**src/rtl/btg_pkg.sv**
```systemverilog
package btg_pkg;
  localparam int BRP_W    = 6;
  localparam int TS1_W    = 4;
  localparam int TS2_W    = 3;
  localparam int CFG_W    = 16;
  localparam int BRP_LSB  = 0;
  localparam int TS1_LSB  = 8;
  localparam int TS2_LSB  = 12;
  localparam int TS1_MIN  = 3;
  localparam int TS2_MIN  = 1;
  localparam int SYNC_Q   = 1;
  localparam int MAX_BITQ = SYNC_Q + (2 ** TS1_W) + (2 ** TS2_W);
  localparam int QW       = $clog2(MAX_BITQ + 1);
  localparam int DIV_W    = BRP_W + 1;

  typedef struct packed {
    logic [TS2_W-1:0] ts2;
    logic [TS1_W-1:0] ts1;
    logic [BRP_W-1:0] brp;
  } btg_cfg_t;
endpackage

```
**src/rtl/btg_cfg_chk.sv**
```systemverilog
module btg_cfg_chk
  import btg_pkg::*;
(
  input  btg_cfg_t cfg,
  output logic     valid
);
  logic ts1_ok, ts2_ok, order_ok, div_ok;

  always_comb begin
    ts1_ok   = (int'(cfg.ts1) >= TS1_MIN);
    ts2_ok   = (int'(cfg.ts2) >= TS2_MIN);
    order_ok = (int'(cfg.ts1) > int'(cfg.ts2));
    div_ok   = (int'(cfg.ts2) != TS2_MIN) || (cfg.brp != '0);
    valid    = ts1_ok && ts2_ok && order_ok && div_ok;
  end
endmodule

```
**src/rtl/btg_prescaler.sv**
```systemverilog
module btg_prescaler
  import btg_pkg::*;
(
  input  logic             clk,
  input  logic             rst,
  input  logic             run,
  input  logic [BRP_W-1:0] brp,
  output logic             q_first,
  output logic             q_last
);
  logic [DIV_W-1:0] cnt;
  logic [DIV_W-1:0] limit;

  assign limit   = {brp, 1'b1};
  assign q_first = run && (cnt == '0);
  assign q_last  = run && (cnt == limit);

  always_ff @(posedge clk) begin
    if (rst || !run) begin
      cnt <= '0;
    end else if (cnt == limit) begin
      cnt <= '0;
    end else begin
      cnt <= cnt + 1'b1;
    end
  end
endmodule

```
**src/rtl/btg_seg_seq.sv**
```systemverilog
module btg_seg_seq
  import btg_pkg::*;
(
  input  logic             clk,
  input  logic             rst,
  input  logic             run,
  input  logic             q_last,
  input  logic [TS1_W-1:0] ts1,
  input  logic [TS2_W-1:0] ts2,
  output logic [QW-1:0]    q_idx
);
  logic [QW-1:0] last_idx;

  assign last_idx = QW'(SYNC_Q + 1) + QW'(ts1) + QW'(ts2);

  always_ff @(posedge clk) begin
    if (rst || !run) begin
      q_idx <= '0;
    end else if (q_last) begin
      q_idx <= (q_idx == last_idx) ? '0 : q_idx + 1'b1;
    end
  end
endmodule

```
**src/rtl/can_bit_timing.sv**
```systemverilog
module can_bit_timing
  import btg_pkg::*;
(
  input  logic             clk,
  input  logic             rst,
  input  logic             enable,
  input  logic [CFG_W-1:0] cfg_word,
  output logic             tq_tick,
  output logic             bit_start,
  output logic             tx_pt,
  output logic             sample_pt
  ,output logic            cfg_err
);
  localparam logic [QW-1:0] TX_IDX = QW'(SYNC_Q);

  btg_cfg_t      cfg_q;
  logic          cfg_valid;
  logic          run;
  logic          q_first, q_last;
  logic [QW-1:0] q_idx;
  logic [QW-1:0] sample_idx;

  always_ff @(posedge clk) begin
    if (rst) begin
      cfg_q <= '0;
    end else if (!enable) begin
      cfg_q.brp <= cfg_word[BRP_LSB +: BRP_W];
      cfg_q.ts1 <= cfg_word[TS1_LSB +: TS1_W];
      cfg_q.ts2 <= cfg_word[TS2_LSB +: TS2_W];
    end
  end

  btg_cfg_chk u_chk_cfg (
    .cfg   (cfg_q),
    .valid (cfg_valid)
  );

  assign run = enable && cfg_valid;

  btg_prescaler u_div (
    .clk     (clk),
    .rst     (rst),
    .run     (run),
    .brp     (cfg_q.brp),
    .q_first (q_first),
    .q_last  (q_last)
  );

  btg_seg_seq u_seq (
    .clk    (clk),
    .rst    (rst),
    .run    (run),
    .q_last (q_last),
    .ts1    (cfg_q.ts1),
    .ts2    (cfg_q.ts2),
    .q_idx  (q_idx)
  );

  assign sample_idx = QW'(SYNC_Q + 1) + QW'(cfg_q.ts1);

  always_ff @(posedge clk) begin
    if (rst) begin
      tq_tick   <= 1'b0;
      bit_start <= 1'b0;
      tx_pt     <= 1'b0;
      sample_pt <= 1'b0;
      cfg_err   <= 1'b0;
    end else begin
      tq_tick   <= q_first;
      bit_start <= q_first && (q_idx == '0);
      tx_pt     <= q_first && (q_idx == TX_IDX);
      sample_pt <= q_first && (q_idx == sample_idx);
      cfg_err   <= !cfg_valid;
    end
  end
endmodule

```
**config.mk**
```make
export PLATFORM = sky130hd
export DESIGN_NAME = can_bit_timing
export DESIGN_NICKNAME = d
export VERILOG_FILES = /design/src/rtl/btg_pkg.sv /design/src/rtl/btg_cfg_chk.sv /design/src/rtl/btg_prescaler.sv /design/src/rtl/btg_seg_seq.sv /design/src/rtl/can_bit_timing.sv
export SDC_FILE = /design/constraint.sdc
export NUM_CORES = 1
export LEC_CHECK = 0
export BUFFER_PORTS_ARGS = -buffer_cell sky130_fd_sc_hd__buf_4
export CORE_UTILIZATION = 40
export DETAILED_ROUTE_END_ITERATION = 16
export PLACE_DENSITY = 0.7
export SKIP_CTS_REPAIR_TIMING = 1
export SYNTH_ARGS = -nofsm -noshare
export SYNTH_HDL_FRONTEND = slang
export SYNTH_SLANG_ARGS = --single-unit
```
**constraint.sdc**
```tcl
create_clock -name clk -period 5.18 [get_ports clk]
set_clock_uncertainty 0.05 [all_clocks]
set_input_delay 0 -clock clk [delete_from_list [all_inputs] [get_ports clk]]
set_output_delay 0 -clock clk [all_outputs]
set_load 0.02 [all_outputs]
```
==> results of run 1 <==
routing by layer:
metal / wire length (um) / share of wire, %
met1: 1480 / 43
met5: 0 / 0
met4: 47 / 1.4
met3: 128 / 3.8
met2: 1750 / 51
cells by family after synthesis:
group,Yosys count,synth area share [%]
compound gates,7,3.35
flops,30,37.4
fa+ha+maj,13,10.6
xor+xnor,27,14.7
mux,13,8.11
buf+inv,15,3.66
simple gates,63,22.1
cell type report:
cell class	count	area, sq um
well taps	48	60.1
clock buffers	6	82.6
flip-flops and latches	30	601
multi-input cells	123	946
repair buffers	46	410
inverters	10	37.5
fillers	333	1610
flip-flops by register name, summed over array words and instances, names as in the netlist:
register / count
bit_start: 1
cfg_err: 1
cfg_q: 13
sample_pt: 1
tq_tick: 1
tx_pt: 1
u_div.cnt: 7
u_seq.q_idx: 5
power by group:
group	total, W	internal (W)	switching [W]
combinational	0.0000820	0.0000480	0.0000340
sequential	0.000246	0.000238	0.00000851
clock	0.000186	0.000102	0.0000835
total	0.000514	0.000388	0.000126
worst paths after layout:
kind	startpoint	endpoint	slack, ns	cells after the start
setup / recovery	cfg_q[7]$_SDFFE_PP0N_	tx_pt$_SDFF_PP0_	2.76	8
setup reg to reg	cfg_q[7]$_SDFFE_PP0N_	tx_pt$_SDFF_PP0_	2.76	8
hold reg to reg	u_div.cnt[0]$_SDFF_PP0_	u_div.cnt[0]$_SDFF_PP0_	0.44	1
hold / removal	enable	cfg_q[4]$_SDFFE_PP0N_	0.12	3
critical path, stage by stage, from the launching register on:
cell and delay, ns:
dfxtp_1 0.51, inv_1 0.08, ha_1 0.34, and3b_1 0.18, a2111oi_1 0.56, nor3_2 0.10, nand3b_2 0.12, and4bb_4 0.22
and4b_1 0.18
layout by cell type (no fill, tap or decap), drive strengths merged:
cell	netlist	layout
a2111oi	1	1
a211o	1	1
a21o	1	1
a21oi	1	1
and3	2	2
and3b	1	1
and4	1	1
and4b	2	2
and4bb	1	1
buf	2	20
clkbuf	3	6
dfxtp	30	30
dlygate4sd3	0	26
fa	1	1
ha	12	12
inv	10	10
mux2i	13	13
nand2	3	3
nand3	8	8
nand3b	1	1
nand4	2	2
nand4b	1	1
nor2	30	30
nor2b	1	1
nor3	4	4
nor4	2	2
o21ai	1	1
o21bai	1	1
o22ai	1	1
or2	1	1
or3	1	1
or4	2	2
xnor2	13	13
xor2	14	14
metrics by stage:
| step | power (W) | cell area [sq um] |
|---|---|---|
| floorplan | 0.000297 | 1610 |
| global placement | 0.000314 | 1790 |
| detailed placement | 0.000316 | 1790 |
| CTS | 0.000502 | 1880 |
| global route | 0.000538 | 2140 |
| finish | 0.000514 | 2140 |
==> results.py, run 1 <==
metrics = {
    "layout": {
        "diodes": 0,
        "nets": 248,
        "finish.utilization_pct": 57.1,
        "fin_cells": 263,
        "drive_above_1_share_pct": 15.8,
        "area_growth_pct": 33.1,
    },
    "synth": {
        "synth_area_leaders": "dfxtp_1 37%, ha_1 9.4%, mux2i_1 8.1%, xor2_1 7.6%, xnor2_1 7.1%",
        "synthCells": 168,
        "synth_edf_count": 0,
        "synth.top_cell.area_share_pct": 37.4,
        "synthesis.nets": 200,
        "synth_commonest_cells": "30 x dfxtp_1, 29 x nor2_1, 14 x xor2_1",
        "synth_most_common_cell": "dfxtp_1",
        "ys_seq_elements": 30,
        "ys_async_sr_fraction_pct": 0,
        "ys_types": 36,
        "synth-main-ff-cell": "dfxtp_1",
        "avgSynthCellArea_sq_um": 9.56,
        "ys_seq_area_share_pct": 37.4,
        "yosys_warnings": 0,
        "synth_area_sq_um": 1610,
        "yosys.area.top_type": "dfxtp_1",
    },
    "sta": {
        "slew_headroom_pct": 58.7,
        "slew_viol_final": 0,
        "tightest_slew_ns": 0.617,
        "fin_ws_ns": 2.76,
        "holdWs_ns": 0.124,
        "setup_tns_ns": 0,
        "setup_violations": 0,
        "fin_crit_ns": 2.42,
        "rsz0062_at_grt": "false",
        "layout_worst_path_cycle_share_pct": 46.8,
        "fmax_ghz": 0.413,
        "hold_viol_final": 0,
    },
    "pwr": {
        "power_density_nw_per_um2": 241,
        "leakage_nw": 0.937,
        "peakVddDrop_mv": 0.204,
    },
    "placement": {
        "pre_cts_slack_ns": 2.82,
        "port-buffer-count": 20,
        "gp_congestion": 0.766,
        "dp_cells": 231,
        "hpwl_um": 2130,
    },
    "global_routing": {
        "grt_util_met3_pct": 6.77,
        "grt_use_met2_pct": 25.5,
        "antenna_found_initial": 0,
        "grt_util_all_layers_pct": 16.0,
        "grt_max_degree": 16,
        "busiest_layer": "met2",
        "grt_pass1_vias": 1166,
        "gr-usage-met1_pct": 18.9,
        "grt_pass1_wl_um": 5110,
        "grt_overflow_total": 0,
    },
    "floorplanning": {
        "core-area_sq_um": 3740,
        "pin_count": 24,
        "start_util_pct": 42.9,
        "die-height_um": 65.4,
        "die_w_um": 65.4,
        "dieArea_sq_um": 4270,
        "std_cell_rows": 22,
    },
    "cts": {
        "cts_tree": "done",
        "clk_latency_ns": 0.29,
        "numCtsBuffers": 5,
        "clock-sinks": 30,
        "clock_path_buffers": 2,
        "cts.root.buffer_cell": "clkbuf_8",
        "htreeDepth": 2,
        "clkTransAtPathRegs_ns": 0.06,
    },
    "drt": {
        "drc": 0,
        "antenna_left": 0,
        "vias": 1279,
        "drt_iter0_drc": 45,
        "wirelength_um": 3410,
        "vias_per_cell": 4.86,
        "dr.pass1.iters": 4,
        "routedWlPerCell_um": 13.0,
    },
    "hold_path": {
        "hp-class": "input pin to flop",
    },
    "setup_path": {
        "required_ns": 5.31,
        "cp-end-kind": "flop",
        "path_class": "flop to flop",
        "crit_fanout": 8,
        "arrival_ns": 2.55,
        "worstSetupStartpointType": "flop",
    },
    "run_status": {
        "outcome": "finished clean",
    },
    "job": {
        "max_cap_viol_count": 0,
    },
}
(Power assumes the default switching activity.)
==> inputs of run 2 (changes only) <==
--- a/config.mk
+++ b/config.mk
@@ -5,10 +5,11 @@
 export SDC_FILE = /design/constraint.sdc
 export NUM_CORES = 1
 export LEC_CHECK = 0
+export ABC_AREA = 1
 export BUFFER_PORTS_ARGS = -buffer_cell sky130_fd_sc_hd__buf_4
 export CORE_UTILIZATION = 40
 export DETAILED_ROUTE_END_ITERATION = 16
-export PLACE_DENSITY = 0.7
+export PLACE_DENSITY = 0.72
 export SKIP_CTS_REPAIR_TIMING = 1
 export SYNTH_ARGS = -nofsm -noshare
 export SYNTH_HDL_FRONTEND = slang
==> constraint.sdc (replaced) <==
create_clock -name clk -period 2.15 [get_ports clk]
set_clock_uncertainty 0.05 [all_clocks]
set_input_delay 0 -clock clk [delete_from_list [all_inputs] [get_ports clk]]
set_output_delay 0 -clock clk [all_outputs]
set_load 0.02 [all_outputs]
==> run 2 against run 1 <==
Against the previous run: the flow now finishes with violations (hold timing); combinational power increased to 3.0 times the previous value; maximum frequency increased by 24%; worst setup slack got worse by 2.6 ns; power increased to 2.5 times the previous value; via count increased by 31%; critical endpoint is now u_seq.q_idx[2]$_SDFFE_PP0P_; first-iteration DRC count increased by 89%; clock power increased to 2.5 times the previous value; non-clock buffer count decreased by 1; critical path depth increased by 3; register-to-register slack got worse by 2.6 ns; sequential cell count unchanged; die area increased by 10%; highest routed layer unchanged.
==> results.py, run 2 <==
metrics = {
    "floorplanning": {
        "std_cell_rows": 23,
        "die-height_um": 68.6,
        "die_w_um": 68.6,
        "core-area_sq_um": 4140,
        "start_util_pct": 42.8,
        "dieArea_sq_um": 4710,
        "pin_count": 24,
    },
    "setup_path": {
        "worstSetupStartpoint": "cfg_q[6]$_SDFFE_PP0N_",
        "arrival_ns": 2.09,
        "r2r_end": "u_seq.q_idx[2]$_SDFFE_PP0P_",
        "cp-end-kind": "flop",
        "path_class": "flop to flop",
        "rr_worst_depth": 11,
        "reg2reg_slack_ns": 0.19,
        "worstSetupStartpointType": "flop",
        "reg2reg_from": "cfg_q[6]$_SDFFE_PP0N_",
        "endpoint": "u_seq.q_idx[2]$_SDFFE_PP0P_",
        "required_ns": 2.28,
        "crit_fanout": 4,
    },
    "drt": {
        "vias_per_cell": 4.70,
        "drc": 0,
        "dr.pass1.iters": 4,
        "routedWlPerCell_um": 10.7,
        "drt_iter0_drc": 85,
        "antenna_left": 0,
        "vias": 1672,
        "wirelength_um": 3810,
    },
    "global_routing": {
        "grt_overflow_total": 0,
        "grt_util_all_layers_pct": 18.5,
        "grt_max_degree": 29,
        "antenna_found_initial": 0,
        "grt_pass1_wl_um": 6440,
        "grt_pass1_vias": 1526,
    },
    "sta": {
        "setup_violations": 0,
        "hold_viol_final": 3,
        "rsz0062_at_grt": "false",
        "setup_tns_ns": 0,
        "fmax_ghz": 0.510,
        "fin_crit_ns": 1.96,
        "tightest_slew_ns": 0.323,
        "slew_viol_final": 0,
        "holdWs_ns": -0.0187,
        "slew_headroom_pct": 78.3,
        "layout_worst_path_cycle_share_pct": 91.3,
    },
    "cts": {
        "clock-sinks": 30,
        "cts_tree": "done",
        "cts.root.buffer_cell": "clkbuf_8",
        "clock_path_buffers": 2,
        "numCtsBuffers": 5,
        "clkTransAtPathRegs_ns": 0.06,
        "clk_latency_ns": 0.28,
        "htreeDepth": 2,
    },
    "synth": {
        "synth_edf_count": 0,
        "synth.top_cell.area_share_pct": 33.8,
        "avgSynthCellArea_sq_um": 6.91,
        "yosys_warnings": 0,
        "synth_area_sq_um": 1780,
        "synthCells": 257,
        "ys_types": 25,
        "synth_most_common_cell": "nand2_1",
        "ys_async_sr_fraction_pct": 0,
        "ys_seq_area_share_pct": 33.8,
        "yosys.area.top_type": "dfxtp_1",
        "synthesis.nets": 289,
        "ys_seq_elements": 30,
        "synth-main-ff-cell": "dfxtp_1",
        "synth_commonest_cells": "67 x nand2_1, 36 x inv_1, 36 x nor2_1",
        "synth_area_leaders": "dfxtp_1 34%, nand2_1 14%, ha_1 8.5%, inv_1 7.6%, nor2_1 7.6%",
    },
    "layout": {
        "nets": 337,
        "fillerInstances": 392,
        "regMostFlops": "cfg_q",
        "final_common_cell": "nand2_1",
        "reg.largest.list": "cfg_q: 13 flops, u_div.cnt: 7 flops, u_seq.q_idx: 5 flops",
        "diodes": 0,
        "area_growth_pct": 30.6,
        "multi_input_area_sq_um": 1020,
        "fin_cells": 356,
        "final_cell_mix": "67 x nand2_1, 36 x inv_1, 35 x nor2_1",
        "regArea_sq_um": 603,
        "largest_reg_flops": 13,
        "drive_above_1_share_pct": 14.4,
    },
    "placement": {
        "hpwl_um": 2640,
        "gp_congestion": 0.845,
        "port-buffer-count": 20,
        "dp_cells": 325,
    },
    "job": {
        "max_cap_viol_count": 0,
    },
    "pwr": {
        "power_density_nw_per_um2": 565,
        "leakage_nw": 1.05,
        "peakVddDrop_mv": 0.373,
    },
    "run_status": {
        "violations": "hold timing",
        "outcome": "finished with violations",
    },
    "hold_path": {
        "hp-start": "rst",
        "hp-class": "input pin to flop",
    },
}
## run 2: kinds of logic after synthesis
logic type | Yosys count | share of synthesized area (%)
compound gates | 20 | 7.19
flops | 30 | 33.8
simple gates | 141 | 35.3
fa+ha+maj | 13 | 9.58
xor+xnor | 10 | 4.93
buf+inv | 43 | 9.16
## run 2: per-stage QoR
stage / hold WS (ns) / setup slack, ns / area (sq um) / total power [W] / utilization (%)
floorplan: 0.0285 / 0.179 / 1780 / 0.000748 / -
global placement: 0.206 / 0.149 / 1990 / 0.000806 / 47.9
detailed placement: 0.211 / 0.119 / 1990 / 0.000809 / 47.9
CTS: -0.0863 / 0.0811 / 2080 / 0.00128 / 50.2
global route: 0.00592 / 0.0207 / 2320 / 0.00138 / 55.9
finish: -0.0187 / 0.188 / 2320 / 0.00131 / 55.9
## run 2: area by class of cell
type,count,area share (%)
Clock inverter,1,0.216
Tap cell,50,2.70
Inverter,39,6.31
Sequential cell,30,26.0
Timing Repair Buffer,45,17.1
Clock buffer,7,3.72
Multi-Input combinational cell,184,44.0
## run 2: critical path: stages (launching register included)
cell     delay, ns
dfxtp_2       0.36
ha_1          0.17
inv_1         0.06
fa_1          0.49
xor2_1        0.16
nand2_1       0.07
nor2_1        0.10
nand2_1       0.07
nor2_2        0.12
nand2_1       0.09
nand2_1       0.08
nor2_1        0.05
## run 2: worst min path at each step
| stage | endpoint | slack (ns) | cells after the start |
|---|---|---|---|
| after floorplan | cfg_q[0]$_SDFFE_PP0N_ | 0.03 | 1 |
| after CTS | cfg_q[10]$_SDFFE_PP0N_ | -0.09 | 3 |
| after global routing | cfg_q[7]$_SDFFE_PP0N_ | 0.006 | 2 |
| after global placement | cfg_q[10]$_SDFFE_PP0N_ | 0.21 | 3 |
| final | cfg_q[1]$_SDFFE_PP0N_ | -0.02 | 2 |
| after detailed placement | cfg_q[10]$_SDFFE_PP0N_ | 0.21 | 3 |
## run 2: metal layers
layer,global-route usage [%],vias to the layer above,wire [um]
li1,-,908,-
met1,23.3,729,1870
met2,30.1,28,1760
met3,4.93,7,124
met4,6.25,0,51
met5,0,-,0
## run 2: where the power goes
| part | switching [W] | internal [W] | leakage, nW |
|---|---|---|---|
| Combinational | 0.000129 | 0.000116 | 0.752 |
| Clock | 0.000216 | 0.000258 | 0.0482 |
| Sequential | 0.0000150 | 0.000577 | 0.246 |
